--- src/rtl/bil_pkg.sv ---
package bil_pkg;
  localparam int unsigned HDR_BYTES  = 16;
  localparam int unsigned LEN_OFS    = 8;
  localparam int unsigned SBASE_OFS  = 10;
  localparam logic [7:0]  CSUM_SEED  = 8'hEC;
  localparam logic [31:0] STACK_MARK = 32'hFFF9_FFFF;

  typedef enum logic [1:0] {ST_IDLE, ST_LOAD, ST_CHECK, ST_POST} ld_state_e;
  typedef enum logic [1:0] {PS_IDLE, PS_MARK_LO, PS_MARK_HI, PS_CLEAR} post_state_e;
endpackage

--- src/rtl/bil_post_seq.sv ---
module bil_post_seq
  import bil_pkg::*;
#(
  parameter int unsigned ADDR_W = 16
) (
  input  logic              clk_i,
  input  logic              rst_ni,
  input  logic              go_i,
  input  logic [ADDR_W-1:0] prog_end_i,
  input  logic [ADDR_W-1:0] stack_base_i,
  output logic              we_o,
  output logic [ADDR_W-1:0] addr_o,
  output logic [31:0]       wdata_o,
  output logic              done_o
);
  localparam int unsigned XW = ADDR_W + 1;

  post_state_e   ps_q;
  logic [XW-1:0] cur_q;
  logic          done_q;
  logic [XW-1:0] end_al, mark_lo, cur_nx;
  logic          clr_en;

  // extra top bit keeps the range compare free of wrap
  always_comb begin
    end_al  = ({1'b0, prog_end_i} + XW'(3)) & ~XW'(3);
    mark_lo = {1'b0, stack_base_i} - XW'(8);
    clr_en  = (stack_base_i >= ADDR_W'(8)) && (end_al < mark_lo);
    cur_nx  = cur_q + XW'(4);
  end

  always_comb begin
    we_o    = 1'b0;
    addr_o  = '0;
    wdata_o = '0;
    unique case (ps_q)
      PS_MARK_LO: begin
        we_o    = 1'b1;
        addr_o  = mark_lo[ADDR_W-1:0];
        wdata_o = STACK_MARK;
      end
      PS_MARK_HI: begin
        we_o    = 1'b1;
        addr_o  = stack_base_i - ADDR_W'(4);
        wdata_o = STACK_MARK;
      end
      PS_CLEAR: begin
        we_o    = 1'b1;
        addr_o  = cur_q[ADDR_W-1:0];
      end
      default: ;
    endcase
  end

  always_ff @(posedge clk_i or negedge rst_ni) begin
    if (!rst_ni) begin
      ps_q   <= PS_IDLE;
      cur_q  <= '0;
      done_q <= 1'b0;
    end else begin
      done_q <= 1'b0;
      unique case (ps_q)
        PS_IDLE:    if (go_i) ps_q <= PS_MARK_LO;
        PS_MARK_LO: ps_q <= PS_MARK_HI;
        PS_MARK_HI: begin
          if (clr_en) begin
            cur_q <= end_al;
            ps_q  <= PS_CLEAR;
          end else begin
            done_q <= 1'b1;
            ps_q   <= PS_IDLE;
          end
        end
        PS_CLEAR: begin
          if (cur_nx >= mark_lo) begin
            done_q <= 1'b1;
            ps_q   <= PS_IDLE;
          end else begin
            cur_q <= cur_nx;
          end
        end
        default: ps_q <= PS_IDLE;
      endcase
    end
  end

  assign done_o = done_q;
endmodule

--- config.mk ---
export PLATFORM = sky130hd
export DESIGN_NAME = bil_post_seq
export DESIGN_NICKNAME = d
export VERILOG_FILES = /design/src/rtl/bil_pkg.sv /design/src/rtl/bil_post_seq.sv
export SDC_FILE = /design/constraint.sdc
export NUM_CORES = 1
export LEC_CHECK = 0
export ABC_AREA = 0
export BUFFER_PORTS_ARGS = -buffer_cell sky130_fd_sc_hd__buf_2
export CORE_AREA = 2 2 69 104
export DETAILED_ROUTE_END_ITERATION = 8
export DIE_AREA = 0 0 71 106
export GPL_TIMING_DRIVEN = 0
export PLACE_DENSITY = 0.78
export SLEW_MARGIN = 20
export SYNTH_ARGS = -nofsm -noshare
export SYNTH_HDL_FRONTEND = slang
export SYNTH_SLANG_ARGS = --single-unit
--- constraint.sdc ---
create_clock -name clk_i -period 3.1 [get_ports clk_i]
set_input_delay 0.775 -clock clk_i [delete_from_list [all_inputs] [get_ports clk_i]]
set_output_delay 0.775 -clock clk_i [all_outputs]
set_load 0.005 [all_outputs]
==> impl_metrics.csv <==
group,metric,value,unit
finish,drive_gt1_share,44.7,%
grt,grt_max_degree,31,
critical_path,crit_arrival,4300,ps
timing,finalHoldViolCount,0,
clock_tree,cts_buffer_depth,2,
finish,nets,609,
power_and_ir_drop,power,4.15,mW
clock_tree,cts_num_sinks,18,
critical_path,cp_top_family,"compound AO/OA/AOI/OAI gates",
run_status,outcome,"complete, but fails checks",
clock_tree,root_buffer,"clkbuf_8",
logic_synthesis,yosys_most_used_dff,"dfrtp_1",
logic_synthesis,netlist_area,3250,um2
drt,wire_per_inst,21.3,um
clock_tree,clk_latency,260,ps
place,place_area,3800,um2
critical_path,worst-path-stages,17,
finish,synthToLayoutAreaGrowth,46.5,%
floorplanning,fp.coreArea,6710,um2
timing,timing.final.crit_share,134,%
logic_synthesis,ys_seq_area_share,13.9,%
timing,fmax,241,MHz
finish,multi_input_area,2900,um2
floorplanning,rows,37,
timing,post-route-min-period,4150,ps
clock_tree,cts_buffers,3,
grt,grt.total_usage,29.3,%
worst_hold_path,hold_class,"input port to async pin",
clock_tree,clk_pin_slew,70,ps
logic_synthesis,ys_ff_latch,18,
critical_path,worstSetupPathType,"input port to register",
clock_tree,cts_tree,"yes",
floorplanning,die_w,71,um
finish,fin_area,4760,um2
job,drv_cap,0,
drt,drt_iter0_drc,432,
power_and_ir_drop,leakage,2.23,nW
timing,max_slew_margin,46.9,%
finish,layout.area.seq,452,um2
power_and_ir_drop,ir_drop,0.777,mV
grt,grt_pass1_wl,17500,um
critical_path,worst-path-buf-inv,2,
floorplanning,fp.dieH,106,um
critical_path,crit_path_cell_trace,"buf_8 -> o2111a_1 -> nand4_1 -> nor2_2 -> nand2_2 -> xnor2_2 -> ha_4 -> a21oi_4 -> o41a_1 -> nand2_1 -> a211o_1 -> a221o_1 -> a21oi_4 -> nor2b_4 -> buf_4 -> or4_1 -> o311a_1",
grt,antenna_found_initial,0,
logic_synthesis,syn_avg_cell_area,7.76,um2
critical_path,cp-start-kind,"input port",
drt,firstDrtPassIters,6,
place,place_hpwl,7980,um
drt,ant_nets,0,
critical_path,critPathRequiredTime,3240,ps
place,place.gp.congestion,0.983,
critical_path,rr_worst_depth,15,
critical_path,crit_fanout,5,
critical_path,slowest_delay,500,ps
floorplanning,start_util,48.4,%
grt,grt_pass1_vias,3686,
critical_path,crit_top_cell,"a21oi_4",
run_status,failed_checks,"negative setup slack",
floorplanning,num_io_pins,85,
clock_tree,h-tree-depth,1,
logic_synthesis,synth_warnings,0,
clock_tree,holdBufCountCts,0,
timing,clock_skew,2.42,ps
place,portBuffers,79,
timing,rsz0062_at_grt,"true",
logic_synthesis,synth_cell_type_count,69,
logic_synthesis,synth_edf_count,0,
critical_path,end_kind,"register",
logic_synthesis,synth_cells,419,
drt,drc,0,
critical_path,crit_slowest_cell,"or4_1",
timing,holdWs,446,ps
timing,worstMarginPinSlew,797,ps
timing,slew_viol_final,0,
logic_synthesis,async_flop_share,100,%
power_and_ir_drop,powerDensity,871,nW/um2
finish,antenna_cells,0,
drt,viasPerCell,6.52,
finish,nFillCells,446,
floorplanning,dieArea,7530,um2
timing,finalSetupViolations,25,
grt,grt.overflow.total,0,
timing,finalWorstSetupSlack,-1050,ps
drt,vias,4034,
drt,routed_wl,13200,um
==> power by group <==
group / total (mW) / switching, mW / internal [mW]
Sequential: 0.519 / 0.167 / 0.352
Clock: 0.202 / 0.0884 / 0.113
Combinational: 3.43 / 1.69 / 1.74
==> synthesized netlist by cell type (9+ instances only) <==
cell / n / share of area [%]
xnor2_1: 31 / 8.4
dfrtp_1: 18 / 14
xor2_1: 17 / 4.6
nor2_1: 49 / 5.7
inv_1: 25 / 2.9
o21ai_0: 10 / 1.5
ha_1: 32 / 12
clkbuf_1: 9 / 1.0
a21oi_1: 18 / 2.8
nand2_1: 29 / 3.3
nor3_1: 12 / 1.8
nand3_1: 17 / 2.6
buf_4: 31 / 7.2
mux2i_1: 10 / 3.1
==> stage by stage <==
stage / setup slack, ps / std cells / util [%] / TNS (ps)
2_1_floorplan: -880 / 420 / - / -12330
3_3_place_gp: -1540 / 577 / 56.7 / -25840
3_5_place_dp: -1620 / 577 / 56.7 / -27580
4_1_cts: -946 / 605 / 64.5 / -15540
5_1_grt: -1150 / 619 / 70.9 / -19870
6_report: -1050 / 619 / 70.9 / -17490
==> repair_timing <==
item                                   4_1_cts  5_1_grt
setup buffers                               23       17
gates cloned                                 1        0
endpoints found under the hold margin        0        0
pin swaps                                   28       44
setup endpoints to repair                   28       33
gates resized for setup                     66       76
==> area by class of cell <==
type | instances | area share (%)
Tap cell | 78 | 2.05
Timing Repair Buffer | 117 | 16.7
Inverter | 26 | 2.68
Sequential cell | 18 | 9.49
Clock buffer | 4 | 1.16
Multi-Input combinational cell | 331 | 61.0
Buffer | 45 | 6.94
==> layout by cell type (no fill, tap or decap), drive strengths merged, types with 2 or more instances in the layout <==
cell type and count:
mux2i 10, and2 3, dfrtp 18, clkbuf 13
nor3b 3, ha 32, nand3b 2, conb 2
inv 22, nor2b 4, nand4 6, nand2 29
xnor2 31, clkinv 4, a222oi 4, and3 3
a21oi 19, nand3 17, o21ai 10, nor2 49
a41oi 2, nor4 6, or4 2, a211o 5
xor2 17, o211ai 2, o22ai 3, a211oi 6
or3 4, a221oi 5, buf 153, o2111ai 2
nor3 13, o21a 2, mux2 10, a31oi 3
o21bai 2
==> sequential cells by signal, summed over array words and instances (netlist names) <==
| signal | cells |
|---|---|
| done_o | 1 |
| cur_q | 15 |
| ps_q | 2 |
==> final timing paths <==
kind                       slack [ps]     startpoint        end
min reg2reg                       540      cur_q[16]  cur_q[16]
min                               450         rst_ni   cur_q[6]
min in group clk_i                540      cur_q[16]  cur_q[16]
max in group asynchronous        2330         rst_ni   cur_q[8]
max                             -1050  prog_end_i[0]   cur_q[9]
max reg2reg                      -850       cur_q[2]   cur_q[8]
==> kinds of logic after synthesis <==
kind of cell | after synthesis | share of synthesized area [%]
AND/OR/NAND/NOR | 147 | 22.4
flip-flops | 18 | 13.9
AO/OA/AOI/OAI | 80 | 18.1
XOR/XNOR | 49 | 13.6
buffers and inverters | 71 | 12.3
other | 1 | 0.115
multiplexers | 20 | 7.01
adder cells (fa/ha/maj) | 33 | 12.6
==> per-layer routing <==
layer  up-vias  part of all wire [%]  global-route usage (%)
li1       1721                     -                       -
met1      1841                    33                    31.9
met2       338                    49                    51.0
met3       134                   8.2                    4.55
met4         0                    10                    20.4
met5         -                     0                       0
(Power assumes the default switching activity.)
